<file path="config.mk">
export PLATFORM = sky130hd
export DESIGN_NAME = flash_qry_resp
export DESIGN_NICKNAME = d
export VERILOG_FILES = /design/src/rtl/flash_qry_resp.sv
export SDC_FILE = /design/constraint.sdc
export NUM_CORES = 1
export LEC_CHECK = 0
export ABC_CLOCK_PERIOD_IN_PS = 2200
export BUFFER_PORTS_ARGS = -buffer_cell sky130_fd_sc_hd__buf_2
export CAP_MARGIN = 5
export CORE_MARGIN = 2
export CORE_UTILIZATION = 55
export CTS_CLUSTER_SIZE = 24
export DETAILED_ROUTE_END_ITERATION = 10
export HOLD_SLACK_MARGIN = 0.08
export PLACE_DENSITY = 0.84
export SYNTH_ARGS = -nofsm -noshare
export SYNTH_HDL_FRONTEND = slang
export SYNTH_SLANG_ARGS = --single-unit
</file>
<file path="constraint.sdc">
create_clock -name clk -period 2.2 [get_ports clk]
set_clock_uncertainty 0.05 [all_clocks]
set_input_delay 0.33 -clock clk [delete_from_list [all_inputs] [get_ports clk]]
set_output_delay 0.33 -clock clk [all_outputs]
set_load 0.01 [all_outputs]
</file>
<file path="src/rtl/flash_qry_resp.sv">
module flash_qry_resp #(
  parameter int BANK_W       = 2,
  parameter int DEV_W        = 1,
  parameter int MAX_DEV_W    = 2,
  parameter int SECTOR_BYTES = 65536,
  parameter int NUM_BLOCKS   = 32,
  parameter int ADDR_W       = 21,
  parameter logic [15:0] MFR_ID = 16'h5EA7,
  parameter logic [15:0] DEV_ID = 16'h3C19
) (
  input  logic              clk,
  input  logic              rst_n,
  input  logic              rd_en,
  input  logic              rd_id,
  input  logic [ADDR_W-1:0] rd_addr,
  input  logic [1:0]        rd_size,
  output logic [31:0]       rd_data,
  output logic              rd_valid
);

  function automatic int lowest_set(input logic [63:0] v);
    int n;
    n = 0;
    for (int i = 63; i >= 0; i--) if (v[i]) n = i;
    return n;
  endfunction

  localparam int SH        = $clog2(BANK_W) + $clog2(MAX_DEV_W) - $clog2(DEV_W);
  localparam int NDEV      = BANK_W / DEV_W;
  localparam int NQ        = 4 / BANK_W;
  localparam int SECT_DEV  = SECTOR_BYTES / NDEV;
  localparam logic [63:0] DEV_BYTES = 64'(SECT_DEV) * 64'(NUM_BLOCKS);
  localparam logic [7:0]  SIZE_LOG  = 8'(lowest_set(DEV_BYTES));
  localparam logic [7:0]  WBUF_LOG  = (BANK_W == 1) ? 8'd8 : 8'd11;
  localparam logic [15:0] BLK_M1    = 16'(NUM_BLOCKS - 1);
  localparam logic [31:0] SECT_U    = 32'(SECT_DEV);
  localparam logic [ADDR_W-1:0] TBL_LEN = ADDR_W'(82);

  function automatic logic [7:0] tbl_byte(input logic [6:0] i);
    logic [7:0] b;
    case (i)
      7'h10: b = 8'h51;  7'h11: b = 8'h52;  7'h12: b = 8'h59;
      7'h13: b = 8'h01;  7'h15: b = 8'h31;
      7'h1B: b = 8'h45;  7'h1C: b = 8'h55;
      7'h1F: b = 8'h07;  7'h20: b = 8'h07;  7'h21: b = 8'h0A;
      7'h23: b = 8'h04;  7'h24: b = 8'h04;  7'h25: b = 8'h04;
      7'h27: b = SIZE_LOG;
      7'h28: b = 8'h02;
      7'h2A: b = WBUF_LOG;
      7'h2C: b = 8'h01;
      7'h2D: b = BLK_M1[7:0];
      7'h2E: b = BLK_M1[15:8];
      7'h2F: b = SECT_U[15:8];
      7'h30: b = SECT_U[23:16];
      7'h31: b = 8'h50;  7'h32: b = 8'h52;  7'h33: b = 8'h49;
      7'h34: b = 8'h31;  7'h35: b = 8'h30;
      7'h3F: b = 8'h01;
      default: b = 8'h00;
    endcase
    return b;
  endfunction

  function automatic logic [31:0] bank_resp(input logic id_mode, input logic [ADDR_W-1:0] a);
    logic [ADDR_W-1:0] ix;
    logic [31:0] dev, r;
    logic [7:0]  b;
    ix  = a >> SH;
    dev = '0;
    r   = '0;
    if (id_mode) begin
      case (ix[7:0])
        8'd0:    dev = {16'h0, MFR_ID};
        8'd1:    dev = {16'h0, DEV_ID};
        default: dev = '0;
      endcase
    end else if (ix < TBL_LEN) begin
      b = tbl_byte(ix[6:0]);
      if (DEV_W == MAX_DEV_W)   dev = {24'h0, b};
      else if (DEV_W == 1)      dev = {b, b, b, b} & ~(32'hFFFF_FFFF << (8 * MAX_DEV_W));
      else                      dev = '0;
    end
    for (int s = 0; s < NDEV; s++) r[s*DEV_W*8 +: DEV_W*8] = dev[DEV_W*8-1:0];
    return r;
  endfunction

  logic [2:0]  nbytes;
  logic [31:0] combined, nxt;

  assign nbytes = (rd_size == 2'd0) ? 3'd1 : (rd_size == 2'd1) ? 3'd2 : 3'd4;

  always_comb begin
    logic [31:0] q;
    combined = '0;
    for (int k = 0; k < NQ; k++) begin
      q = bank_resp(rd_id, rd_addr + ADDR_W'(k * BANK_W * BANK_W));
      if (k == 0 || 3'(k * BANK_W) < nbytes)
        combined[k*BANK_W*8 +: BANK_W*8] = q[BANK_W*8-1:0];
    end
    for (int y = 0; y < 4; y++)
      nxt[y*8 +: 8] = (3'(y) < nbytes) ? combined[y*8 +: 8] : 8'h00;
  end

  always_ff @(posedge clk or negedge rst_n) begin
    if (!rst_n) begin
      rd_valid <= 1'b0;
      rd_data  <= '0;
    end else begin
      rd_valid <= rd_en;
      if (rd_en) rd_data <= nxt;
    end
  end

  logic [ADDR_W-1:0] req_ix;
  assign req_ix = rd_addr >> SH;

  assert_valid_R2: assert property (@(posedge clk) disable iff (!rst_n)
    rd_en |=> rd_valid);
  assert_idle_hold_R2: assert property (@(posedge clk) disable iff (!rst_n)
    !rd_en |=> (!rd_valid && $stable(rd_data)));
  assert_narrow_zero_R10: assert property (@(posedge clk) disable iff (!rst_n)
    (rd_en && rd_size == 2'd0) |=> (rd_data[31:8] == 24'h0));
  assert_past_table_R4: assert property (@(posedge clk) disable iff (!rst_n)
    (rd_en && !rd_id && nbytes <= 3'(BANK_W) && req_ix >= TBL_LEN) |=> (rd_data == 32'h0));
  assert_id_other_R8: assert property (@(posedge clk) disable iff (!rst_n)
    (rd_en && rd_id && nbytes <= 3'(BANK_W) && req_ix[7:0] > 8'd1) |=> (rd_data == 32'h0));

  generate
    if (DEV_W == 1 && MAX_DEV_W > 1 && BANK_W > 1) begin : g_x8_lanes
      assert_lanes_equal_R7: assert property (@(posedge clk) disable iff (!rst_n)
        (rd_en && !rd_id && nbytes >= 3'(BANK_W)) |=>
        (rd_data[BANK_W*8-1:0] == {BANK_W{rd_data[7:0]}}));
    end
  endgenerate

endmodule

</file>
==> summary.md, run 1 <==
| Metric | Value |
|---|---|
| CTS Root Cell | `clkbuf_8` |
| FF+latch count, synth | `33` |
| Final ANT Viol Nets | `0` |
| Area growth from synthesis to layout | `39.2%` |
| Mux share of post-synthesis cell area | `3.81%` |
| Tightest Pin Transition | `0.735 ns` |
| Startpoint types | `input pin` |
| Compound-cell area share of the yosys netlist | `30.4%` |
| Clock Power Share | `between 30% and 40%` |
| Synth Area in Simple Gates | `a little under a quarter` |
| Post-Place Cells | `roughly 550` |
| Final setup violation count | `0` |
| Core area | `between 5000 and 6000 µm²` |
| Final nets | `524` |
| Crit path max fanout | `9` |
| Vias per std cell | `between 6 and 7` |
| Final slew viol count | `0` |
| HPWL Detailed | `between 7 and 8 mm` |
| First-pass GRT wire length | `between 15 and 20 mm` |
| Most used flip-flop cell after synthesis | `dfrtp_1` |
| NetSw | `559 µW` |
| Clock tree buffer depth | `2` |
| Fin crit period | `2.15 ns` |
| Port Buf Inserts | `57` |
| Synth Instances | `367` |
| Combinational family with the most area after synthesis | `compound AO/OA/AOI/OAI gates` |
| Synthesized area | `2950 µm²` |
| Final cell count without fillers | `about 560` |
| TritonCTS clock tree | `built` |
| Synth top area share | `28.0%` |
| Outcome | `completed` |
| Die ar. | `5970 µm²` |
| Post-CTS setup buffer count | `0` |
| Switching Share | `a little under a third` |
| P_leak | `0.00187 µW` |
| GRT overflow | `0` |
| Synth Net Count | `405` |
| Adder-cell share of the synthesized area | `4.66%` |
| Fillcell total | `349` |
| XOR/XNOR Fraction of Synth Area | `2.67%` |
| Final Cell Area | `between 4000 and 5000 µm²` |
| I/O pin cnt | `60` |
| Max-Cap Viols | `0` |
| Fin util | `79.9%` |
| Internal | `1200 µW` |
| Routed wire length | `just under 10 mm` |
| DR WL/cell | `around 18 µm` |
| Vias in the first global route | `3390` |
| Final period util | `97.9%` |
| TritonCTS Buffers | `5` |
| Async S/R FF share, synth | `100%` |
| Sequential fraction of the synthesis area | `28.0%` |
| Req. time, crit path | `2.36 ns` |
| Pwr dens | `428 nW/µm²` |
| Mean Syn Cell Area | `between 8 and 9 µm²` |
| Clock latency on the worst-skew pair | `0.29 ns` |
| Vias | `3490` |
| Area contributors post-synth | `dfrtp_1 (28%), ha_1 (4.7%), nand2_1 (3.9%), o21ai_0 (3.9%), o2bb2ai_1 (3.6%)` |
| Setup CP Type | `in2reg` |
| First drt pass iteration count | `6` |
| DR iter-0 viols | `342` |
| Initial antenna violation count | `0` |
| All-layer global routing usage | `about 33%` |
| Worst IR drop on VDD | `0.000510 V` |
| Synth unique cells | `65` |
| Clock sinks | `33` |
| Antenna diodes | `0` |
| Die width | `between 70 and 80 µm` |
| Critical path arrival | `between 2 and 2.5 ns` |
| H-tree depth | `2` |
| Chip height | `slightly below 80 µm` |
| Most common cell in the synthesized netlist | `dfrtp_1` |
| Number of synthesized flops with an enable pin | `0` |
| Relative slew slack | `51.0%` |
| DRC Markers | `0` |
| Yosys Warn Count | `0` |
| Total negative slack | `0 ns` |
| Final hold violations | `0` |
| Fmax | `464 MHz` |
| Comb pwr share | `31.1%` |
| Sequential Power Share | `35.9%` |
| Leading area contributor after synthesis | `dfrtp_1` |
| DP Area | `3880 µm²` |
| Worst Hold Class | `in2reg` |
| FP Rows | `26` |
| CP endpoint kind | `flop` |
| Initial Util | `57.4%` |
| Post-synth top cells | `dfrtp_1 (33), nand2_1 (31), nor2_1 (25), clkbuf_1 (23), o21ai_0 (23)` |
| Clk slew on worst S/H paths | `0.07 ns` |
| Largest net degree at the start of global routing | `34` |
| Share of layout cells above drive strength 1 | `37.4%` |
| GPL Wtd Cong | `1.06` |
state kept, by name, summed over array words and instances, names as in the netlist:
register / cells
rd_data: 32
rd_valid: 1
final timing paths:
| check | cells past startpoint | slack [ns] | from | to |
|---|---|---|---|---|
| min in group asynchronous | 2 | 0.60 | rst_n | rd_data[26]$_DFFE_PN0P_ |
| worst min-delay path | 2 | 0.34 | rd_en | rd_valid$_DFF_PN0_ |
| worst min register to register | 1 | 0.44 | rd_data[13]$_DFFE_PN0P_ | rd_data[13]$_DFFE_PN0P_ |
| worst max register to register | 2 | 1.36 | rd_data[17]$_DFFE_PN0P_ | rd_data[17]$_DFFE_PN0P_ |
| max in group asynchronous | 2 | 1.03 | rst_n | rd_data[25]$_DFFE_PN0P_ |
| worst max-delay path | 9 | 0.05 | rd_addr[2] | rd_data[19]$_DFFE_PN0P_ |
timing repair:
action,CTS,global route
endpoints found under the hold margin,33,0
gates cloned,0,1
gates resized for setup,2,14
endpoints found under the setup margin,1,13
pin swaps,1,2
hold buffers,1,0
area by class of cell:
type / instances / area (µm²) / area share (%)
Tap cell: 70 / 87.6 / 2.13
Clock inverter: 3 / 46.3 / 1.13
Multi-Input combinational cell: 281 / 2000 / 48.8
Timing Repair Buffer: 146 / 997 / 24.3
Sequential cell: 33 / 826 / 20.1
Inverter: 19 / 78.8 / 1.92
Clock buffer: 5 / 68.8 / 1.67
stage by stage:
stage	power, µW	setup slack [ns]	hold WS [ns]
6_report	1760	0.0454	0.340
5_1_grt	1840	-0.0531	0.338
4_1_cts	1740	0.0161	0.325
3_5_place_dp	1160	-0.345	0.367
3_3_place_gp	1150	-0.190	0.348
2_1_floorplan	925	-0.0642	-0.0156
kinds of logic after synthesis:
family / Yosys count
multiplexers: 11
buffers and inverters: 53
flip-flops: 33
AO/OA/AOI/OAI: 126
XOR/XNOR: 9
AND/OR/NAND/NOR: 124
adder cells (fa/ha/maj): 11
metal layers:
| layer | wire length [µm] | global-route usage, % | vias up |
|---|---|---|---|
| met5 | 0 | 0 | - |
| met2 | 4950 | 56.3 | 180 |
| met4 | 202 | 10.5 | 0 |
| li1 | - | - | 1629 |
| met3 | 726 | 5.88 | 29 |
| met1 | 3950 | 42.2 | 1652 |
cells in the final DEF (no fill, tap or decap), types with 4 or more instances in the layout:
cell / netlist / final
buf_4: 3 / 84
buf_2: 5 / 57
dfrtp_1: 33 / 33
nand2_1: 31 / 31
nor2_1: 25 / 25
o21ai_0: 23 / 23
inv_1: 19 / 17
a21oi_1: 17 / 17
nand3_1: 15 / 14
o211ai_1: 11 / 11
nor3_1: 10 / 10
o2bb2ai_1: 12 / 10
mux2i_1: 9 / 9
ha_1: 11 / 9
nand4_1: 7 / 7
o21ai_1: 7 / 7
a31oi_1: 5 / 5
clkbuf_8: 0 / 5
nor4_1: 5 / 4
a32oi_1: 4 / 4
and4_1: 5 / 4
o2111ai_1: 4 / 4
xnor2_1: 6 / 4
a21boi_0: 4 / 4
critical path, stage by stage:
cell       delay, ns
buf_2           0.13
ha_4            0.18
and2_4          0.18
nand3_2         0.08
mux2_2          0.33
o22a_1          0.18
or4_4           0.56
clkbuf_16       0.19
o21ai_1         0.15
power by group through the flow:
stage	sequential [µW]	combinational (µW)	clock (µW)
global route	634	592	615
global placement	642	503	0
floorplan	651	274	0
detailed placement	643	516	0
CTS	632	525	585
finish	632	548	580
Note: power is estimated with default switching activity, not from simulation.
==> run 2, diff against run 1 <==
--- a/config.mk
+++ b/config.mk
@@ -14,4 +14,6 @@
 export DETAILED_ROUTE_END_ITERATION = 10
+export GPL_TIMING_DRIVEN = 0
 export HOLD_SLACK_MARGIN = 0.08
 export PLACE_DENSITY = 0.84
+export SLEW_MARGIN = 20
 export SYNTH_ARGS = -nofsm -noshare
--- a/constraint.sdc
+++ b/constraint.sdc
@@ -4,2 +4,2 @@
 set_output_delay 0.33 -clock clk [all_outputs]
-set_load 0.01 [all_outputs]
+set_load 0.02 [all_outputs]
==> summary.md, run 2 (synthesis gave the netlist of run 1 again) <==
| Metric | Value |
|---|---|
| Outcome | `completed` |
| First-pass GRT wire length | `14.9 mm` |
| Largest regs | `rd_data x32, rd_valid x1` |
| Critical path arrival | `approximately 2.3 ns` |
| Final hold slack | `0.114 ns` |
| Crit path max fanout | `9` |
| Multi-input gate area | `~2100 µm²` |
| Tightest Pin Transition | `0.726 ns` |
| Max-Cap Viols | `0` |
| Port Buf Inserts | `55` |
| Relative slew slack | `51.6%` |
| Die width | `77.3 µm` |
| Final hold violations | `0` |
| R2R Setup Slk | `~1.4 ns` |
| Final ANT Viol Nets | `0` |
| Initial antenna violation count | `0` |
| Die ar. | `between 5000 and 6000 µm²` |
| TritonCTS Buffers | `5` |
| TritonCTS clock tree | `built` |
| Vias | `3378` |
| Largest register by flop count | `rd_data` |
| Share of layout cells above drive strength 1 | `31.7%` |
| DP Area | `roughly 3400 µm²` |
| DR WL/cell | `18.0 µm` |
| Min-Delay Endpoint | `rd_valid$_DFF_PN0_` |
| Largest net degree at the start of global routing | `34` |
| Routed wire length | `roughly 9.3 mm` |
| Max reg flops | `32` |
| Final nets | `just under 500` |
| Worst Hold Class | `in2reg` |
| Most common cell after layout, fill and taps aside | `buf_2` |
| FF+latch area | `826 µm²` |
| Clk slew on worst S/H paths | `0.07 ns` |
| Clock tree buffer depth | `2` |
| Chip height | `77.3 µm` |
| Final period util | `98.5%` |
| CTS Root Cell | `clkbuf_8` |
| Startpoint types | `input pin` |
| Critical-path cell list | `buf_6 -> ha_4 -> and2_4 -> nand3_2 -> mux2_2 -> o22a_1 -> or4_4 -> clkbuf_16 -> o211ai_2` |
| Initial Util | `57.4%` |
| CP max-delay cell | `or4_4` |
| Core area | `5140 µm²` |
| Total negative slack | `0 ns` |
| Clock sinks | `33` |
| Vias per std cell | `6.56` |
| HPWL Detailed | `6.24 mm` |
| H-tree depth | `2` |
| Reg2reg path depth | `2` |
| Setup CP Type | `in2reg` |
| Final setup violation count | `0` |
| Power Total | `1600 µW` |
| Req. time, crit path | `2.37 ns` |
| Vias in the first global route | `3063` |
| DR iter-0 viols | `439` |
| First drt pass iteration count | `5` |
| FP Rows | `26` |
| Antenna diodes | `0` |
| Final Cell Area | `3890 µm²` |
| Fillcell total | `407` |
| Clock latency on the worst-skew pair | `0.29 ns` |
| Max incr delay on CP | `~0.60 ns` |
| CP endpoint kind | `flop` |
| I/O pin cnt | `60` |
| Fin crit period | `~2.2 ns` |
| Worst hold stages | `1` |
| Worst reg2reg endpoint | `rd_data[17]$_DFFE_PN0P_` |
| Pwr dens | `approximately 410 nW/µm²` |
| Area growth from synthesis to layout | `31.6%` |
| Worst IR drop on VDD | `between 0.0004 and 0.0005 V` |
| Most frequent cells in the layout | `buf_2 (55), dfrtp_1 (33), nand2_1 (30)` |
| Fmax | `461 MHz` |
| All-layer global routing usage | `30.6%` |
| Worst hold start | `rd_en` |
| P_leak | `0.00165 µW` |
| GPL Wtd Cong | `0.970` |
| GRT overflow | `0` |
| Worst r2r src | `rd_data[17]$_DFFE_PN0P_` |
| DRC Markers | `0` |
| Final slew viol count | `0` |
run 2: changes by cell type in the layout (fill, tap and decap cells not counted), sizes merged:
cell / delta
bufinv: -1
clkinv: +1
buf: -60
clkbuf: +18
inv: -1
clkinvlp: +1
run 2: what timing repair did:
item                                    4_1_cts  5_1_grt
hold buffers                                  1        0
endpoints found under the hold margin        33        0
resized for setup                            23       45
pin swaps                                     6       14
buffers inserted                              8        9
gates cloned                                  0        1
endpoints found under the setup margin       23       26
run 2: how the worst max path moves through the flow:
| stage | from | to | cells past startpoint |
|---|---|---|---|
| after floorplan | rd_addr[6] | rd_data[26]$_DFFE_PN0P_ | 9 |
| after global placement | rd_addr[3] | rd_data[18]$_DFFE_PN0P_ | 8 |
| after detailed placement | rd_addr[3] | rd_data[18]$_DFFE_PN0P_ | 8 |
| after CTS | rd_addr[6] | rd_data[17]$_DFFE_PN0P_ | 10 |
| after global routing | rd_addr[5] | rd_data[17]$_DFFE_PN0P_ | 9 |
| final | rd_addr[3] | rd_data[29]$_DFFE_PN0P_ | 9 |
run 2: through the flow:
| step | std cells | setup WS [ns] | utilization [%] |
|---|---|---|---|
| final | 515 | 0.0326 | 75.6 |
| after global routing | 515 | -0.0217 | 75.6 |
| after CTS | 509 | 0.0150 | 71.8 |
| after detailed placement | 492 | -0.844 | 66.9 |
| after global placement | 492 | -0.808 | 66.9 |
| after floorplan | 367 | -0.0642 | - |
run 2: worst max-delay path, delay by kind of cell:
kind | cells | cell delay [ns]
multiplexers | 1 | 0.34
AO/OA/AOI/OAI | 2 | 0.30
adder cells (fa/ha/maj) | 1 | 0.19
buffers and inverters | 2 | 0.33
AND/OR/NAND/NOR | 3 | 0.85
run 2: report_power, final:
| group | internal, µW | switching [µW] |
|---|---|---|
| registers | 623 | 9.02 |
| logic | 195 | 316 |
| clock network | 218 | 236 |
run 2: per-layer routing:
metal / global-route usage (%) / wire length (µm) / vias up
met3: 3.65 / 752 / 39
met2: 51.5 / 4540 / 196
li1: - / - / 1535
met1: 41.9 / 3750 / 1608
met4: 7.32 / 215 / 0
met5: 0 / 0 / -
run 2: cell type report:
cell class                 count  area share, %
buffer                        30           5.89
clock buffer                   5           1.77
clock inverter                 3          0.451
inverter                      19           2.12
multi-input combinational    281           54.1
sequential                    33           21.2
tap                           70           2.25
timing repair buffer          74           12.2
